==> src/rtl/icd_pkg.sv <==
package icd_pkg;
  localparam int BYTE_W = 8;
  // control-word bit positions (decoded behaviour)
  localparam int B_INIT   = 4;
  localparam int B_MODE   = 3;
  localparam int B_POLL   = 2;
  localparam int B_RSEL_EN = 1;
  localparam int B_RSEL   = 0;
  localparam int B_SMASK_EN = 6;
  localparam int B_SMASK  = 5;
  localparam int B_NEED4  = 0;
  localparam int B_SFNM   = 4;
  localparam int B_AEOI   = 1;
  localparam int B_ROTAE  = 7;

  typedef enum logic [1:0] {
    SEQ_RUN  = 2'd0,
    SEQ_BASE = 2'd1,
    SEQ_CASC = 2'd2,
    SEQ_MODE = 2'd3
  } seq_t;

  typedef enum logic [2:0] {
    OP_ROT0  = 3'd0,
    OP_EOI   = 3'd1,
    OP_NOP   = 3'd2,
    OP_SEOI  = 3'd3,
    OP_ROT1  = 3'd4,
    OP_REOI  = 3'd5,
    OP_SETP  = 3'd6,
    OP_RSEOI = 3'd7
  } opc_t;

  typedef struct packed {
    logic init;
    logic mode;
    logic op;
    logic wr1;
    opc_t opc;
  } icd_dec_t;
endpackage

==> src/rtl/icd_rot_pick.sv <==
module icd_rot_pick #(
  parameter int N = 8,
  localparam int LW = $clog2(N)
) (
  input  logic [N-1:0]  mask,
  input  logic [LW-1:0] off,
  output logic          found,
  output logic [LW-1:0] line
);
  // Scan from lowest rank to highest so the last hit is the top-ranked line.
  always_comb begin
    logic [LW-1:0] idx;
    found = 1'b0;
    line  = '0;
    for (int i = N - 1; i >= 0; i--) begin
      idx = off + LW'(i);
      if (mask[idx]) begin
        found = 1'b1;
        line  = idx;
      end
    end
  end
endmodule

==> src/rtl/icd_cmd_decode.sv <==
module icd_cmd_decode
  import icd_pkg::*;
(
  input  logic              wr_fire,
  input  logic              addr,
  input  logic [BYTE_W-1:0] data,
  output icd_dec_t          dec
);
  logic a0;
  assign a0 = wr_fire && !addr;

  always_comb begin
    dec.init = a0 && data[B_INIT];
    dec.mode = a0 && !data[B_INIT] && data[B_MODE];
    dec.op   = a0 && !data[B_INIT] && !data[B_MODE];
    dec.wr1  = wr_fire && addr;
    dec.opc  = opc_t'(data[BYTE_W-1 -: 3]);
  end
endmodule

==> src/rtl/icd_state.sv <==
module icd_state
  import icd_pkg::*;
#(
  parameter int NLINES = 8,
  localparam int LW = $clog2(NLINES),
  localparam int BW = BYTE_W - LW
) (
  input  logic              clk,
  input  logic              rst_n,
  input  icd_dec_t          dec,
  input  logic [BYTE_W-1:0] wdata,
  input  logic              ack_fire,
  input  logic              poll_fire,
  input  logic              win_valid,
  input  logic [LW-1:0]     win_line,
  output logic [NLINES-1:0] isr,
  output logic [NLINES-1:0] imr,
  output logic [LW-1:0]     off,
  output logic [BW-1:0]     base,
  output logic              aeoi,
  output logic              rot_aeoi,
  output logic              sfnm,
  output logic              smask,
  output logic              rsel,
  output logic              poll,
  output seq_t              seq,
  output logic              int_req,
  output logic [NLINES-1:0] req_clr
);
  logic [NLINES-1:0] isr_a, clr_a, isr_n, imr_n, clr_n;
  logic [LW-1:0]     off_a, off_n, arg_line;
  logic [BW-1:0]     base_n;
  logic              aeoi_n, rot_n, sfnm_n, smask_n, rsel_n, poll_n, need4, need4_n;
  seq_t              seq_n;
  logic              eoi_found;
  logic [LW-1:0]     eoi_line;

  assign arg_line = wdata[LW-1:0];

  // Stage 1: acknowledge effects.
  always_comb begin
    isr_a = isr;
    off_a = off;
    clr_a = '0;
    if (ack_fire && win_valid) begin
      isr_a[win_line] = 1'b1;
      clr_a[win_line] = 1'b1;
      if (aeoi) begin
        isr_a[win_line] = 1'b0;
        if (rot_aeoi) off_a = win_line + LW'(1);
      end
    end
  end

  // Highest-ranked in-service line after the acknowledge.
  icd_rot_pick #(.N(NLINES)) u_eoi_pick (
    .mask (isr_a),
    .off  (off_a),
    .found(eoi_found),
    .line (eoi_line)
  );

  // Stage 2: bus operation effects on top of stage 1.
  always_comb begin
    isr_n   = isr_a;
    off_n   = off_a;
    clr_n   = clr_a;
    imr_n   = imr;
    base_n  = base;
    aeoi_n  = aeoi;
    rot_n   = rot_aeoi;
    sfnm_n  = sfnm;
    smask_n = smask;
    rsel_n  = rsel;
    poll_n  = poll;
    seq_n   = seq;
    need4_n = need4;
    if (poll_fire) begin
      poll_n = 1'b0;
      if (win_valid) begin
        isr_n[win_line] = 1'b0;
        clr_n[win_line] = 1'b1;
      end
    end
    if (dec.init) begin
      isr_n   = '0;
      off_n   = '0;
      clr_n   = '1;
      imr_n   = '0;
      base_n  = '0;
      aeoi_n  = 1'b0;
      rot_n   = 1'b0;
      sfnm_n  = 1'b0;
      smask_n = 1'b0;
      rsel_n  = 1'b0;
      poll_n  = 1'b0;
      seq_n   = SEQ_BASE;
      need4_n = wdata[B_NEED4];
    end else if (dec.mode) begin
      if (wdata[B_POLL])     poll_n  = 1'b1;
      if (wdata[B_RSEL_EN])  rsel_n  = wdata[B_RSEL];
      if (wdata[B_SMASK_EN]) smask_n = wdata[B_SMASK];
    end else if (dec.op) begin
      unique case (dec.opc)
        OP_ROT0, OP_ROT1: rot_n = wdata[B_ROTAE];
        OP_EOI, OP_REOI: begin
          if (eoi_found) begin
            isr_n[eoi_line] = 1'b0;
            if (dec.opc == OP_REOI) off_n = eoi_line + LW'(1);
          end
        end
        OP_SEOI: isr_n[arg_line] = 1'b0;
        OP_SETP: off_n = arg_line + LW'(1);
        OP_RSEOI: begin
          off_n = arg_line + LW'(1);
          isr_n[arg_line] = 1'b0;
        end
        default: ;
      endcase
    end else if (dec.wr1) begin
      unique case (seq)
        SEQ_RUN:  imr_n = wdata[NLINES-1:0];
        SEQ_BASE: begin
          base_n = wdata[BYTE_W-1:LW];
          seq_n  = SEQ_CASC;
        end
        SEQ_CASC: seq_n = need4 ? SEQ_MODE : SEQ_RUN;
        SEQ_MODE: begin
          sfnm_n = wdata[B_SFNM];
          aeoi_n = wdata[B_AEOI];
          seq_n  = SEQ_RUN;
        end
        default: seq_n = SEQ_RUN;
      endcase
    end
  end

  assign req_clr = clr_n;

  always_ff @(posedge clk) begin
    if (!rst_n) begin
      isr      <= '0;
      imr      <= '0;
      off      <= '0;
      base     <= '0;
      aeoi     <= 1'b0;
      rot_aeoi <= 1'b0;
      sfnm     <= 1'b0;
      smask    <= 1'b0;
      rsel     <= 1'b0;
      poll     <= 1'b0;
      seq      <= SEQ_RUN;
      need4    <= 1'b0;
      int_req  <= 1'b0;
    end else begin
      isr      <= isr_n;
      imr      <= imr_n;
      off      <= off_n;
      base     <= base_n;
      aeoi     <= aeoi_n;
      rot_aeoi <= rot_n;
      sfnm     <= sfnm_n;
      smask    <= smask_n;
      rsel     <= rsel_n;
      poll     <= poll_n;
      seq      <= seq_n;
      need4    <= need4_n;
      int_req  <= dec.init ? 1'b0 : win_valid;
    end
  end
endmodule

==> src/rtl/icd_ctrl.sv <==
module icd_ctrl
  import icd_pkg::*;
#(
  parameter int NLINES = 8,
  localparam int LW = $clog2(NLINES),
  localparam int BW = BYTE_W - LW
) (
  input  logic              clk,
  input  logic              rst_n,
  input  logic              bus_valid,
  output logic              bus_ready,
  input  logic              bus_write,
  input  logic              bus_addr,
  input  logic [BYTE_W-1:0] bus_wdata,
  output logic              rsp_valid,
  input  logic              rsp_ready,
  output logic [BYTE_W-1:0] rsp_data,
  input  logic              ack_valid,
  output logic [BYTE_W-1:0] ack_vector,
  input  logic              win_valid,
  input  logic [LW-1:0]     win_line,
  input  logic [NLINES-1:0] irr_in,
  output logic [NLINES-1:0] req_clr,
  output logic              int_req,
  output logic [NLINES-1:0] isr_o,
  output logic [NLINES-1:0] imr_o,
  output logic [LW-1:0]     prio_off,
  output logic              sfnm_o,
  output logic              smask_o
);
  logic        bus_fire, wr_fire, rd_fire, poll_fire;
  icd_dec_t    dec;
  logic [BW-1:0] base_q;
  logic        aeoi_q, rot_q, rsel_q, poll_q;
  seq_t        seq_q;
  logic [LW-1:0] line_or_spur;
  logic [BYTE_W-1:0] rd_mux;

  assign bus_ready = !rsp_valid || rsp_ready;
  assign bus_fire  = bus_valid && bus_ready;
  assign wr_fire   = bus_fire && bus_write;
  assign rd_fire   = bus_fire && !bus_write;
  assign poll_fire = rd_fire && poll_q;

  icd_cmd_decode u_dec (
    .wr_fire(wr_fire),
    .addr   (bus_addr),
    .data   (bus_wdata),
    .dec    (dec)
  );

  icd_state #(.NLINES(NLINES)) u_state (
    .clk      (clk),
    .rst_n    (rst_n),
    .dec      (dec),
    .wdata    (bus_wdata),
    .ack_fire (ack_valid),
    .poll_fire(poll_fire),
    .win_valid(win_valid),
    .win_line (win_line),
    .isr      (isr_o),
    .imr      (imr_o),
    .off      (prio_off),
    .base     (base_q),
    .aeoi     (aeoi_q),
    .rot_aeoi (rot_q),
    .sfnm     (sfnm_o),
    .smask    (smask_o),
    .rsel     (rsel_q),
    .poll     (poll_q),
    .seq      (seq_q),
    .int_req  (int_req),
    .req_clr  (req_clr)
  );

  assign line_or_spur = win_valid ? win_line : '1;
  assign ack_vector   = {base_q, line_or_spur};

  always_comb begin
    if (poll_q)        rd_mux = BYTE_W'(line_or_spur);
    else if (bus_addr) rd_mux = BYTE_W'(imr_o);
    else if (rsel_q)   rd_mux = BYTE_W'(isr_o);
    else               rd_mux = BYTE_W'(irr_in);
  end

  always_ff @(posedge clk) begin
    if (!rst_n) begin
      rsp_valid <= 1'b0;
      rsp_data  <= '0;
    end else if (rd_fire) begin
      rsp_valid <= 1'b1;
      rsp_data  <= rd_mux;
    end else if (rsp_ready) begin
      rsp_valid <= 1'b0;
    end
  end
endmodule

==> config.mk <==
export PLATFORM = sky130hd
export DESIGN_NAME = icd_ctrl
export DESIGN_NICKNAME = d
export VERILOG_FILES = /design/src/rtl/icd_pkg.sv /design/src/rtl/icd_rot_pick.sv /design/src/rtl/icd_cmd_decode.sv /design/src/rtl/icd_state.sv /design/src/rtl/icd_ctrl.sv
export SDC_FILE = /design/constraint.sdc
export NUM_CORES = 1
export LEC_CHECK = 0
export BUFFER_PORTS_ARGS = -buffer_cell sky130_fd_sc_hd__buf_2
export CORE_MARGIN = 4
export CORE_UTILIZATION = 57
export CTS_BUF_LIST = sky130_fd_sc_hd__clkbuf_4
export CTS_CLUSTER_SIZE = 10
export DETAILED_ROUTE_END_ITERATION = 10
export PLACE_DENSITY = 0.83
export SETUP_SLACK_MARGIN = 0.05
export SLEW_MARGIN = 5
export SYNTH_ARGS = -nofsm -noshare
export SYNTH_HDL_FRONTEND = slang
export SYNTH_SLANG_ARGS = --single-unit
==> constraint.sdc <==
create_clock -name clk -period 4.8 [get_ports clk]
set_input_delay 0.24 -clock clk [delete_from_list [all_inputs] [get_ports clk]]
set_output_delay 0.24 -clock clk [all_outputs]
set_load 0.02 [all_outputs]
# Word-level counts from Yosys, hierarchy flattened

Cells that the tools add are included.

Register bits: 43
Input bits: 27
Output and inout port bits: 48
Word-level logic and storage cells: 175

Add/sub/neg operators: 10
Magnitude comparators: 14
Eq/ne operators: 11
Multiplexer cells: 73
Bitwise operators: 12
Reduce and logical (&&, ||, !) cells: 39

Operators with widths:

| operator                                                                            | number |
|---|---|
| 8-bit two-way mux                                                                   | 14 |
| 3-bit two-way mux                                                                   | 16 |
| 3-bit by 4-bit less-than comparator with 1-bit output, second input constant        | 11 |
| 8-bit AND                                                                           | 4 |
| 1-bit two-way mux                                                                   | 28 |
| 1-bit binary-select mux with 3-bit select                                           | 8 |
| 8-bit NOT                                                                           | 3 |
| 4-bit AND reduction                                                                 | 5 |
| 8-bit bitwise OR                                                                    | 2 |
| 8-bit case mux with 2 select lines                                                  | 1 |
| 1-bit logical AND                                                                   | 14 |
| 3-bit by 1-bit adder with 3-bit output, second input constant                       | 4 |
| 3-bit adder, second input constant                                                  | 4 |
| 3-bit == test, second input constant                                                | 4 |
| 2-bit OR reduction                                                                  | 5 |
| 1-bit demux with 3-bit select                                                       | 3 |
| 3-bit by 1-bit greater-or-equal comparator with 1-bit output, second input constant | 3 |
| 3-bit by 2-bit adder with 3-bit output, second input constant                       | 2 |
| 2-bit case mux with 3 select lines                                                  | 1 |
| 3-bit case mux with 2 select lines                                                  | 1 |
| 1-bit zero test                                                                     | 5 |
| 2-bit == test, second input constant                                                | 2 |
| 2-bit by 1-bit inequality test with 1-bit output, second input constant             | 2 |
| 2-bit AND reduction                                                                 | 2 |
| other kinds (12)                                                                    | 15 |

# Longest topological paths before layout

Gate-level depths: netlist of run 1.

Word-level depth: 28
Gate-level depth with buffers: 19
Depth with buffers taken out: 15

# By module

From an unflattened synthesis of run 1, not the netlist that was laid out.

Cells, all modules: 398
Area, all modules: 3403.3 um^2

By module, submodules not included:

| module         | times used | cells an instance | area an instance (um^2) | seq. area each (um^2) |
|---|---|---|---|---|
| icd_state      | 1          | 238               | 1986.9                  | 680.7 |
| icd_rot_pick   | 1          | 90                | 782.0                   | 0.0 |
| icd_ctrl       | 1          | 63                | 569.3                   | 180.2 |
| icd_cmd_decode | 1          | 7                 | 65.1                    | 0.0 |

# Worst setup path after synthesis of run 1

Ideal clock, no wire load.

Path type: input port to flip-flop
From: input win_valid
To: register u_state.off[1]
Library setup time: 0.128 ns
Arrival: 3.672 ns
Required time: 4.672 ns
Path slack: 1.000 ns
Cell stages on the path: 18
Buffers on the path: 4
Cells stage by stage: buf_4 -> nand4_4 -> mux2i_4 -> inv_2 -> buf_6 -> buf_2 -> ha_1 -> buf_1 -> xnor2_1 -> mux4_2 -> o22a_1 -> o2bb2ai_1 -> a41o_1 -> inv_1 -> ha_1 -> a32o_1 -> a22oi_1 -> nor2_1

Word-level cells in the longest chain between the ends: 19
Elaborated cells between the ends (all ways): 48
Those cells by class: add/sub: 8; mux: 39; reduce/logical: 1

RTL lines:

| item                                      | line               | text |
|---|---|---|
| start, declared                           | icd_ctrl.sv:20     | `input logic win_valid,` |
| 1-bit logical AND *                       | icd_state.sv:45    | `if (ack_fire && win_valid) begin` |
| 3-bit two-way mux                         | icd_state.sv:45    |  |
| 3-bit adder                               | icd_rot_pick.sv:16 | `idx = off + LW'(i);` |
| 1-bit binary-select mux with 3-bit select | icd_rot_pick.sv:17 | `if (mask[idx]) begin` |
| 1-bit two-way mux (not written as such)   | icd_rot_pick.sv:17 |  |
| 3-bit two-way mux (8 in series)           | icd_rot_pick.sv:17 |  |
| 3-bit by 1-bit adder with 3-bit output    | icd_state.sv:109   | `if (dec.opc == OP_REOI) off_n = eoi_line + LW'(1);` |
| 3-bit two-way mux                         | icd_state.sv:109   |  |
| 3-bit two-way mux                         | icd_state.sv:107   | `if (eoi_found) begin` |
| 3-bit case mux with 2 select lines        | icd_state.sv:104   | `unique case (dec.opc)` |
| 3-bit two-way mux                         | icd_state.sv:103   | `end else if (dec.op) begin` |
| 3-bit two-way mux *                       | icd_state.sv:99    | `end else if (dec.mode) begin` |
| end signal, assigned                      | icd_state.sv:158   | `off <= off_n;` |
| end, declared                             | icd_state.sv:18    | `output logic [LW-1:0] off,` |

Every way passes the cells marked *; elsewhere a longest branch is shown, timed or not. The select of a mux whose other input is x is not followed.
A chain may end at the register's enable or synchronous reset.

# Worst setup path after layout of run 1

From: register u_state.aeoi
To: register u_state.off[1]

Word-level cells in the longest chain between the ends: 19
Elaborated cells between the ends (all ways): 49
Those cells by class: add/sub: 8; mux: 41

RTL lines:

| item                                      | line               | text |
|---|---|---|
| start, declared                           | icd_state.sv:20    | `output logic aeoi,` |
| start signal, assigned                    | icd_state.sv:160   | `aeoi <= aeoi_n;` |
| 3-bit two-way mux                         | icd_state.sv:48    | `if (aeoi) begin` |
| 3-bit two-way mux                         | icd_state.sv:45    |  |
| 3-bit adder                               | icd_rot_pick.sv:16 |  |
| 1-bit binary-select mux with 3-bit select | icd_rot_pick.sv:17 |  |
| 1-bit two-way mux (not written as such)   | icd_rot_pick.sv:17 |  |
| 3-bit two-way mux (8 in series)           | icd_rot_pick.sv:17 |  |
| 3-bit by 1-bit adder with 3-bit output    | icd_state.sv:109   |  |
| 3-bit two-way mux                         | icd_state.sv:109   |  |
| 3-bit two-way mux                         | icd_state.sv:107   |  |
| 3-bit case mux with 2 select lines        | icd_state.sv:104   |  |
| 3-bit two-way mux                         | icd_state.sv:103   |  |
| 3-bit two-way mux *                       | icd_state.sv:99    |  |

Marked as above.

==> results of run 1 <==
==> cell type report <==
class / count / area, um2
fill: 516 / 1950
clock buffer: 5 / 37.5
multi-input combinational: 389 / 2550
timing repair buffer: 80 / 415
sequential: 43 / 861
tap: 75 / 93.8
inverter: 11 / 41.3
clock inverter: 3 / 43.8
==> cells in the mapped netlist, types with 7 or more instances <==
master / instances
nand2b_1: 12
o21ai_0: 46
a21o_1: 9
nor2_1: 42
a21oi_1: 26
and2_1: 7
nor2b_1: 9
nand3_1: 23
a31oi_1: 11
nand2_1: 49
dfxtp_1: 43
clkbuf_1: 22
nand4_1: 8
a22oi_1: 10
and3_1: 7
o211ai_1: 12
mux2i_1: 27
inv_1: 9
==> kinds of logic (layout without fill, tap and decap cells) <==
| group | count (synthesis) | in the layout | share of synthesized area, % |
|---|---|---|---|
| fa+ha+maj | 5 | 5 | 1.75 |
| compound gates | 167 | 167 | 31.9 |
| flops | 43 | 43 | 24.1 |
| simple gates | 171 | 171 | 23.4 |
| mux | 36 | 36 | 11.7 |
| buf+inv | 39 | 99 | 4.48 |
| xor+xnor | 10 | 10 | 2.66 |
==> layout by cell type (no fill, tap or decap), types with 8 or more instances in the layout <==
| master | netlist | layout |
|---|---|---|
| nand3_1 | 23 | 23 |
| inv_1 | 9 | 9 |
| a31oi_1 | 11 | 11 |
| dfxtp_1 | 43 | 43 |
| a21oi_1 | 26 | 26 |
| a21o_1 | 9 | 9 |
| nand4_1 | 8 | 8 |
| nor2b_1 | 9 | 9 |
| nand2b_1 | 12 | 12 |
| a22oi_1 | 10 | 10 |
| buf_2 | 2 | 74 |
| nor2_1 | 42 | 42 |
| mux2i_1 | 27 | 27 |
| o21ai_0 | 46 | 46 |
| nand2_1 | 49 | 49 |
| o211ai_1 | 12 | 12 |
==> through the flow <==
stage / power (uW) / worst slack, ps
final: 793 / 826
after global routing: 825 / 627
after CTS: 789 / 878
after detailed placement: 559 / 777
after global placement: 556 / 876
after floorplan: 502 / 1000
==> layer usage <==
metal | part of all wire (%) | track usage [%] | vias up | routed length, um
met3 | 9.8 | 4.92 | 28 | 1120
li1 | - | - | 1876 | -
met4 | 2.6 | 8.65 | 0 | 293
met2 | 44 | 47.1 | 238 | 4970
met5 | 0 | 0 | - | 0
met1 | 44 | 43.7 | 1857 | 4990
==> registers in the layout, summed over array words and instances (netlist names) <==
signal and count:
u_state.int_req 1, rsp_data 8, u_state.sfnm 1, u_state.rsel 1, u_state.off 3, u_state.seq 2, u_state.isr 8, u_state.imr 8
u_state.base 5, u_state.rot_aeoi 1, rsp_valid 1, u_state.poll 1, u_state.need4 1, u_state.aeoi 1, u_state.smask 1
==> worst max-delay path, delay by kind of cell, from the launching register on <==
| kind | cells | cell delay [ps] |
|---|---|---|
| buf+inv | 2 | 450 |
| fa+ha+maj | 1 | 290 |
| flops | 1 | 450 |
| mux | 2 | 480 |
| compound gates | 7 | 1910 |
| simple gates | 2 | 250 |
==> power breakdown <==
group	internal, uW	total (uW)	switching [uW]
Sequential	365	373	7.40
Clock	110	237	127
Combinational	64.6	183	118
Total	540	793	253
==> how the worst min path moves through the flow <==
stage               depth (start not counted)             end  slack (ps)
CTS                                         3  u_state.imr[3]         170
floorplan                                   2  u_state.imr[3]         380
detailed placement                          2   u_state.smask         460
global placement                            2   u_state.smask         440
global route                                3  u_state.imr[3]         190
finish                                      3  u_state.imr[3]         180
==> key figures, run 1 <==
Run status
  – Status: finished, final reports clean

Floorplanning
  – Initial Util: 59.6%
  – Site row count: 28
  – Die Y: 87.2 um
  – Die footprint: 7600 um2
  – Core area: roughly 6000 um2
  – Top Ports: 75
  – Die width: 87.2 um

Critical path
  – Cell Chain, Critical Path: nand4_4 -> mux2i_4 -> inv_2 -> buf_4 -> o22ai_2 -> o22ai_1 -> mux2i_1 -> o311ai_0 -> a32oi_1 -> a2bb2oi_2 -> ha_1 -> a32o_1 -> a22oi_1 -> nor2_1
  – Startpoint types: flop
  – Worst R2R Start: u_state.aeoi
  – Critical Path Start: u_state.aeoi
  – R2R depth: 14
  – Max FO, Critical Path: 14
  – Required @ worst endpoint: just over 5000 ps
  – RR Endpoint: u_state.off[1]
  – Flop-to-flop setup slack: 830 ps
  – Delay of the slowest critical-path stage: 570 ps
  – CP endpoint kind: flop
  – Slowest-stage cell, CP: o22ai_1
  – Crit path arrival time: 4210 ps
  – Crit path to: u_state.off[1]
  – CP Class: reg2reg

Synthesis
  – Synth top area share: 24.1%
  – Area contributors post-synth: dfxtp_1 24%, mux2i_1 7.6%, o21ai_0 6.4%, nand2_1 5.1%, nor2_1 4.4%
  – Post-Syn Area: 3570 um2
  – Synth Register Bits: 43
  – Synth cell types: 73
  – Post-Synthesis Cells: approximately 470
  – EDFF count, synth: 0
  – Yosys synthesis warning count: 0
  – Synthesized net count: 503
  – Syn Area/Cell: around 7.6 um2
  – Ys flop type: dfxtp_1
  – Async set-reset flop share out of synthesis: 0%
  – Area leader, netlist: dfxtp_1
  – Sequential cell area fraction in the yosys report: 24.1%

Place
  – GPL Wtd Cong: 1.07
  – Placed Instances: 598
  – Cell Area, Placed: 3960 um2
  – HPWL after detailed placement: 8720 um
  – IO Port Bufs: 74

Clock network
  – CTS sink count: 43
  – H-tree depth: 2
  – Clock transition at path regs: between 100 and 150 ps
  – Clk Latency, worst-skew pair: about 360 ps
  – CTS buffer count: 5
  – Clock buffer depth: 2
  – Cells resized by post-CTS repair: 0
  – CTS tree: done
  – Hold buffers post-CTS: 0
  – Root buf cell: clkbuf_4
  – Postcts setup bufs: 0

Timing
  – Total Negative Setup Slacks: 0 ps
  – Hold Violations, Final: 0
  – Crit path time final: 3970 ps
  – Clk_skew: 15.2 ps
  – # setup viols final: 0
  – Final hold slack: 181 ps
  – Worst-Margin Slew: 993 ps
  – Fin crit share: between 80% and 90%
  – Fmax: 252 MHz
  – RSZ-0062 raised after global routing: false
  – Slew Viols, Final: 0
  – Headroom to the max-slew limit: about 33%

Routing
  – Initial drt markers: 501
  – Detail Route Antenna Nets: 0
  – DR pass1 iterations: 5
  – WL final: around 11000 um
  – Routed length per placed instance: 18.8 um
  – Vias/cell: 6.60
  – Routed vias: about 4000
  – DRC violations left: 0

Min path
  – Type of the tightest min-delay check: in2reg
  – HP Start: bus_wdata[3]

Layout
  – Post-Layout Cell Count: 606
  – Fin util: 67.5%
  – Design Area, Final: 4040 um2
  – Share of post-route cells with drive strength above 1: 20.2%
  – # diodes: 0
  – Nets@finish: 562
  – Synthesis-to-layout area growth: 13.2%

Global routing
  – Gr ovfl total: 0
  – Global-route wire length before repair: 18500 um
  – GRT Total Usage: a little under a third
  – Initial antenna violation count: 0
  – Largest net degree at the start of global routing: 22
  – Vias in the first global route: 3683

Pwr
  – Pleak: about 0.0018 uW
  – Max IR drop VDD: slightly above 0.2 mV
  – PD cells: 196 nW/um2

Run
  – MaxCap Viol Count: 0
Note: power is estimated with default switching activity, not from simulation.
==> inputs of run 2 (changes only) <==
- CORE_UTILIZATION: 57 -> 52
- PLACE_DENSITY: 0.83 -> 0.8
- clock period: 4.8 -> 3.6 ns (I/O delays scaled with it)
==> run 2 against run 1 <==
Sequential share of layout area shrank 0.72 points. Setup slack lost 650 ps. Count of clock-buffer cells in the layout is the same. Sequential cell count is the same. Largest power group unchanged. Sequential power grew 33%. Via count grew 2.2%. First-iteration DRC count shrank 28%. Clock power grew 8.9%. Maximum frequency grew 16%. Register-to-register slack lost 650 ps. Critical endpoint unchanged. Global-route usage shrank 1.5 points. Clock skew shrank 8.2 ps.
==> key figures, run 2 (synthesis gave the netlist of run 1 again) <==
Pwr
  – Clock power share: 25.5% (was 29.9%)
  – PD cells: 241 nW/um2 (was 196 nW/um2)
  – Pleak: 0.00187 uW (was 0.00179 uW)
  – Logic pwr share: 25.4% (was 23.1%)
  – Power consumption: 1010 uW (was 793 uW)
  – Internal: 658 uW (was 540 uW)
  – Max IR drop VDD: 0.208 mV (was 0.205 mV)
  – Sequential power share: 49.1% (was 47.0%)
  – Switching power: 354 uW (was 253 uW)
  – Switching part of the total: 35.0% (was 31.9%)

Critical path
  – R2R depth: 13 (was 14)
  – Worst R2R Start: u_state.rot_aeoi (was u_state.aeoi)
  – Delay of the slowest critical-path stage: 420 ps (was 570 ps)
  – Cell Chain, Critical Path: nand4_4 -> mux2_2 -> clkinv_1 -> ha_1 -> xnor2_2 -> mux2_2 -> and2_1 -> a311oi_2 -> a2bb2oi_2 -> ha_1 -> a32o_1 -> a22oi_1 -> nor2_1 (was nand4_4 -> mux2i_4 -> inv_2 -> buf_4 -> o22ai_2 -> o22ai_1 -> mux2i_1 -> o311ai_0 -> a32oi_1 -> a2bb2oi_2 -> ha_1 -> a32o_1 -> a22oi_1 -> nor2_1)
  – Slowest-stage cell, CP: dfxtp_2 (was o22ai_1)
  – Flop-to-flop setup slack: 170 ps (was 830 ps)
  – RR Endpoint: u_state.off[1] (unchanged)
  – Largest delay share family, worst path: compound AO/OA/AOI/OAI gates (unchanged)
  – Buffers & Inverters on Critical Path: 1 (was 2)
  – Total stage count of the critical path: 13 (was 14)
  – Critical Path Start: u_state.rot_aeoi (was u_state.aeoi)
  – CP endpoint kind: flop (unchanged)
  – Required @ worst endpoint: 3850 ps (was 5040 ps)
  – Max FO, Critical Path: 5 (was 14)
  – Crit path to: u_state.off[1] (unchanged)
  – Startpoint types: flop (unchanged)
  – CP Class: reg2reg (unchanged)
  – Crit path arrival time: 3670 ps (was 4210 ps)

Min path
  – Type of the tightest min-delay check: in2reg (unchanged)

Global routing
  – Global-route wire length before repair: 19500 um (was 18500 um)
  – Gr ovfl total: 0 (unchanged)
  – Vias in the first global route: 3854 (was 3683)
  – Largest net degree at the start of global routing: 22 (unchanged)
  – Initial antenna violation count: 0 (unchanged)
  – GRT Total Usage: 29.0% (was 30.5%)

Clock network
  – Cells resized by post-CTS repair: 0 (unchanged)
  – Clock transition at path regs: 140 ps (about the same)
  – H-tree depth: 2 (unchanged)
  – CTS buffer count: 5 (unchanged)
  – Clock buffer depth: 2 (unchanged)
  – CTS sink count: 43 (unchanged)
  – CTS tree: done (unchanged)
  – Postcts setup bufs: 0 (unchanged)
  – Clk Latency, worst-skew pair: 370 ps (was 360 ps)
  – Root buf cell: clkbuf_4 (unchanged)
  – Hold buffers post-CTS: 0 (unchanged)

Floorplanning
  – Initial Util: 55.0% (was 59.6%)
  – Die footprint: 8260 um2 (was 7600 um2)
  – Die Y: 90.9 um (was 87.2 um)
  – Core area: 6490 um2 (was 5990 um2)
  – Site row count: 29 (was 28)
  – Top Ports: 75 (unchanged)
  – Die width: 90.9 um (was 87.2 um)

Layout
  – Largest regs: rsp_data x8, u_state.imr x8, u_state.isr x8 (unchanged)
  – Fin util: 64.6% (was 67.5%)
  – Leading cell type in the layout, fill and taps excluded: buf_2 (unchanged)
  – Share of post-route cells with drive strength above 1: 24.0% (was 20.2%)
  – Synthesis-to-layout area growth: 17.5% (was 13.2%)
  – Most frequent cells in the layout: 74 x buf_2, 49 x nand2_1, 46 x o21ai_0 (unchanged)
  – Design Area, Final: 4200 um2 (was 4040 um2)
  – Nets@finish: 577 (was 562)
  – Post-Layout Cell Count: 623 (was 606)
  – # diodes: 0 (unchanged)

Timing
  – Headroom to the max-slew limit: 34.2% (was 33.2%)
  – Worst-Margin Slew: 973 ps (was 993 ps)
  – Fmax: 292 MHz (was 252 MHz)
  – Clk_skew: 6.97 ps (was 15.2 ps)
  – Crit path time final: 3430 ps (was 3970 ps)
  – # setup viols final: 0 (unchanged)
  – Fin crit share: 95.2% (was 82.8%)
  – Hold Violations, Final: 0 (unchanged)
  – Worst Slack Setup Final: 172 ps (was 826 ps)
  – Slew Viols, Final: 0 (unchanged)
  – RSZ-0062 raised after global routing: true (was false)

Routing
  – Vias/cell: 6.56 (was 6.60)
  – DR pass1 iterations: 7 (was 5)
  – DRC violations left: 0 (unchanged)
  – Routed length per placed instance: 19.6 um (was 18.8 um)
  – Routed vias: 4087 (was 3999)
  – Detail Route Antenna Nets: 0 (unchanged)
  – WL final: 12200 um (was 11400 um)
  – Initial drt markers: 363 (was 501)

Place
  – Setup Slack @ Placement: 88.3 ps (was 777 ps)
  – HPWL after detailed placement: 9430 um (was 8720 um)
  – GPL Wtd Cong: 0.984 (was 1.07)
  – IO Port Bufs: 74 (unchanged)
  – Cell Area, Placed: 4110 um2 (was 3960 um2)
  – Placed Instances: 615 (was 598)

Run
  – MaxCap Viol Count: 0 (unchanged)

Run status
  – Status: finished, final reports clean (unchanged)
==> run 2: changes by cell type in the layout (fill, tap and decap cells not counted), sizes merged <==
cell	previous run	this run
buf	80	95
clkinvlp	0	2
bufinv	1	0
clkinv	3	2
==> run 2: cell type report <==
| class | instances | area [um2] |
|---|---|---|
| Multi-Input combinational cell | 389 | 2610 |
| Fill cell | 581 | 2300 |
| Sequential cell | 43 | 863 |
| Timing Repair Buffer | 95 | 532 |
| Tap cell | 77 | 96.3 |
| Inverter | 11 | 41.3 |
| Clock buffer | 5 | 37.5 |
| Clock inverter | 3 | 20.0 |
==> run 2: tightest hold or removal path, delay by kind of cell <==
family | cells | cell delay [ps]
AND/OR/NAND/NOR | 1 | 70
multiplexers | 1 | 80
buffers and inverters | 1 | 120
==> run 2: routing by layer <==
metal / up-vias / routed length, um / share of wire, % / global-route usage, %
li1: 1908 / - / - / -
met1: 1876 / 5070 / 42 / 38.2
met2: 252 / 5370 / 44 / 45.0
met3: 51 / 1020 / 8.4 / 4.58
met4: 0 / 733 / 6.0 / 16.1
met5: - / 0 / 0 / 0
==> run 2: power groups by stage <==
stage                     Combinational [uW]  Sequential, uW  Clock [uW]
after global routing                     281             499         279
after detailed placement                 252             507           0
after floorplan                          152             517           0
after CTS                                253             496         254
final                                    257             497         258
after global placement                   249             506           0
==> run 2: worst min-delay path by stage <==
stage | start | cells past startpoint | slack [ps] | endpoint
after floorplan | bus_wdata[7] | 2 | 320 | u_state.rot_aeoi
after global placement | u_state.smask | 2 | 450 | u_state.smask
after detailed placement | u_state.need4 | 2 | 450 | u_state.need4
after CTS | bus_wdata[3] | 3 | 100 | u_state.base[0]
after global routing | bus_wdata[3] | 3 | 120 | u_state.base[0]
final | bus_wdata[3] | 3 | 100 | u_state.base[0]
==> run 2: per-stage QoR <==
stage	hold slack [ps]	setup TNS, ps
floorplan	319	0
global placement	447	0
detailed placement	455	0
CTS	104	0
global route	116	-11.6
finish	104	0
==> inputs of run 3 (changes only) <==
- CORE_ASPECT_RATIO: default -> 0.9
- CORE_UTILIZATION: 52 -> 45
- PLACE_DENSITY: 0.8 -> 0.7
==> run 3 against run 2 <==
Sequential power barely moved. Total power is 13% higher. Maximum frequency shrank 0.15%. Sequential share of layout area is 0.64 points lower. Register-to-register slack barely moved. Critical path type unchanged. Critical endpoint is now u_state.off[2]. Highest routed layer unchanged.
==> key figures, run 3 (synthesis gave the netlist of run 1 again) <==
Timing
  – Clk_skew: 19.6 ps (was 6.97 ps)
  – Worst-Margin Slew: 948 ps (was 973 ps)
  – Fin crit share: 95.4% (was 95.2%)
  – Fmax: 291 MHz (was 292 MHz)
  – Hold Violations, Final: 0 (unchanged)
  – Slew Viols, Final: 0 (unchanged)
  – Worst Slack Setup Final: 167 ps (was 172 ps)
  – # setup viols final: 0 (unchanged)
  – Crit path time final: 3430 ps (about the same)
  – Headroom to the max-slew limit: 35.9% (was 34.2%)
  – RSZ-0062 raised after global routing: true (unchanged)

Global routing
  – Gr ovfl total: 0 (unchanged)
  – Initial antenna violation count: 0 (unchanged)
  – Largest net degree at the start of global routing: 22 (unchanged)
  – GRT Total Usage: 25.2% (was 29.0%)
  – Vias in the first global route: 3574 (was 3854)
  – Global-route wire length before repair: 19000 um (was 19500 um)

Clock network
  – Clock transition at path regs: 140 ps (about the same)
  – H-tree depth: 2 (unchanged)
  – CTS sink count: 43 (unchanged)
  – Clk Latency, worst-skew pair: 370 ps (about the same)
  – Root buf cell: clkbuf_4 (unchanged)
  – Clock buffer depth: 2 (unchanged)
  – CTS tree: done (unchanged)
  – CTS buffer count: 5 (unchanged)

Place
  – GPL Wtd Cong: 0.984 (about the same)
  – Setup Slack @ Placement: -6.32 ps (was 88.3 ps)
  – IO Port Bufs: 74 (unchanged)
  – Placed Instances: 639 (was 615)
  – HPWL after detailed placement: 9420 um (was 9430 um)

Routing
  – Met2 WL post-DR: 5090 um (was 5370 um)
  – WL met3: 1170 um (was 1020 um)
  – DR pass1 iterations: 6 (was 7)
  – Met1 Wirelength: 5840 um (was 5070 um)
  – Vias/cell: 6.17 (was 6.56)
  – WL final: 12200 um (about the same)
  – Detail Route Antenna Nets: 0 (unchanged)
  – Routed vias: 4017 (was 4087)
  – Highest metal used: met4 (unchanged)
  – DRC violations left: 0 (unchanged)
  – Initial drt markers: 471 (was 363)
  – Routed length per placed instance: 18.7 um (was 19.6 um)

Critical path
  – CP endpoint kind: flop (unchanged)
  – Startpoint types: flop (unchanged)
  – Crit path arrival time: 3700 ps (was 3670 ps)
  – R2R depth: 12 (was 13)
  – Crit path to: u_state.off[2] (was u_state.off[1])
  – Worst R2R Start: u_state.off[0] (was u_state.rot_aeoi)
  – RR Endpoint: u_state.off[2] (was u_state.off[1])
  – Critical Path Start: u_state.off[0] (was u_state.rot_aeoi)
  – Flop-to-flop setup slack: 170 ps (about the same)
  – Max FO, Critical Path: 7 (was 5)
  – CP Class: reg2reg (unchanged)
  – Required @ worst endpoint: 3870 ps (was 3850 ps)

Layout
  – Nets@finish: 586 (was 577)
  – Most frequent cells in the layout: 74 x buf_2, 49 x nand2_1, 46 x o21ai_0 (unchanged)
  – Synthesis-to-layout area growth: 21.6% (was 17.5%)
  – Largest regs: rsp_data x8, u_state.imr x8, u_state.isr x8 (unchanged)
  – Share of post-route cells with drive strength above 1: 25.8% (was 24.0%)
  – Leading cell type in the layout, fill and taps excluded: buf_2 (unchanged)
  – Post-Layout Cell Count: 651 (was 623)
  – # diodes: 0 (unchanged)

Run
  – MaxCap Viol Count: 0 (unchanged)

Pwr
  – PD cells: 263 nW/um2 (was 241 nW/um2)
  – Pleak: 0.00194 uW (was 0.00187 uW)
  – Max IR drop VDD: 0.234 mV (was 0.208 mV)

Floorplanning
  – Die width: 102 um (was 90.9 um)
  – Initial Util: 46.9% (was 55.0%)
  – Die footprint: 9430 um2 (was 8260 um2)
  – Core area: 7620 um2 (was 6490 um2)
  – Top Ports: 75 (unchanged)
  – Die Y: 92.5 um (was 90.9 um)
  – Site row count: 30 (was 29)

Run status
  – Status: finished, final reports clean (unchanged)

Min path
  – Type of the tightest min-delay check: in2reg (unchanged)
[run 3: changes by cell type in the layout (fill, tap and decap cells not counted), sizes merged]
| cell | change |
|---|---|
| bufinv | +2 |
| buf | +9 |
| clkbuf | +1 |
| clkinvlp | -2 |
| clkinv | -1 |
[run 3: metrics by stage]
step	hold WS, ps	setup TNS, ps	total power [uW]	util, %	area (um2)
final	96.3	0	1140	57.0	4340
after CTS	100	0	1140	56.2	4280
after floorplan	319	0	669	-	3610
after detailed placement	453	-6.32	758	54.8	4180
after global placement	445	-85.8	756	54.8	4180
after global routing	120	0	1190	57.0	4340
[run 3: cell type report]
cell class                 instances  area, um2
clock buffer                       6       45.0
inverter                          11       41.3
sequential                        43        866
fill                             702       3280
clock inverter                     2       60.1
timing repair buffer             104        596
tap                               96        120
multi-input combinational        389       2620
[run 3: where the power goes]
part           switching, uW  total [uW]  internal, uW  leakage (uW)
Sequential              9.79         496           486      0.000350
Clock                    165         389           224     0.0000559
Combinational            161         259          97.7       0.00154
Total                    336        1140           808       0.00194
[run 3: how the worst min path moves through the flow]
stage	start	to	slack (ps)	cells after the start
after floorplan	bus_wdata[7]	u_state.rot_aeoi	320	2
after CTS	bus_wdata[3]	u_state.base[0]	100	3
after global placement	u_state.smask	u_state.smask	450	2
after detailed placement	u_state.need4	u_state.need4	450	2
after global routing	bus_wdata[3]	u_state.imr[3]	120	3
final	bus_wdata[3]	u_state.base[0]	100	3
[run 3: timing repair]
action / CTS / global route
hold buffers: 0 / 0
pin swaps: 0 / 3
setup buffers: 0 / 4
gates resized for setup: 1 / 9
endpoints found under the setup margin: 1 / 8
[run 3: worst max-delay path, stage by stage, from the launching register on]
cell	delay, ps
dfxtp_1	490
xor2_1	150
nor3_1	500
a22oi_1	290
nand2_1	170
buf_4	160
o22ai_1	90
a2111oi_2	490
buf_4	190
o21ai_1	60
a32o_1	380
xor2_1	180
o21a_1	190
[run 3: per-layer routing]
| metal | up-vias | GRT usage [%] |
|---|---|---|
| met5 | - | 0 |
| met4 | 0 | 3.50 |
| met3 | 11 | 4.22 |
| met2 | 191 | 35.6 |
| met1 | 1883 | 40.4 |
| li1 | 1932 | - |
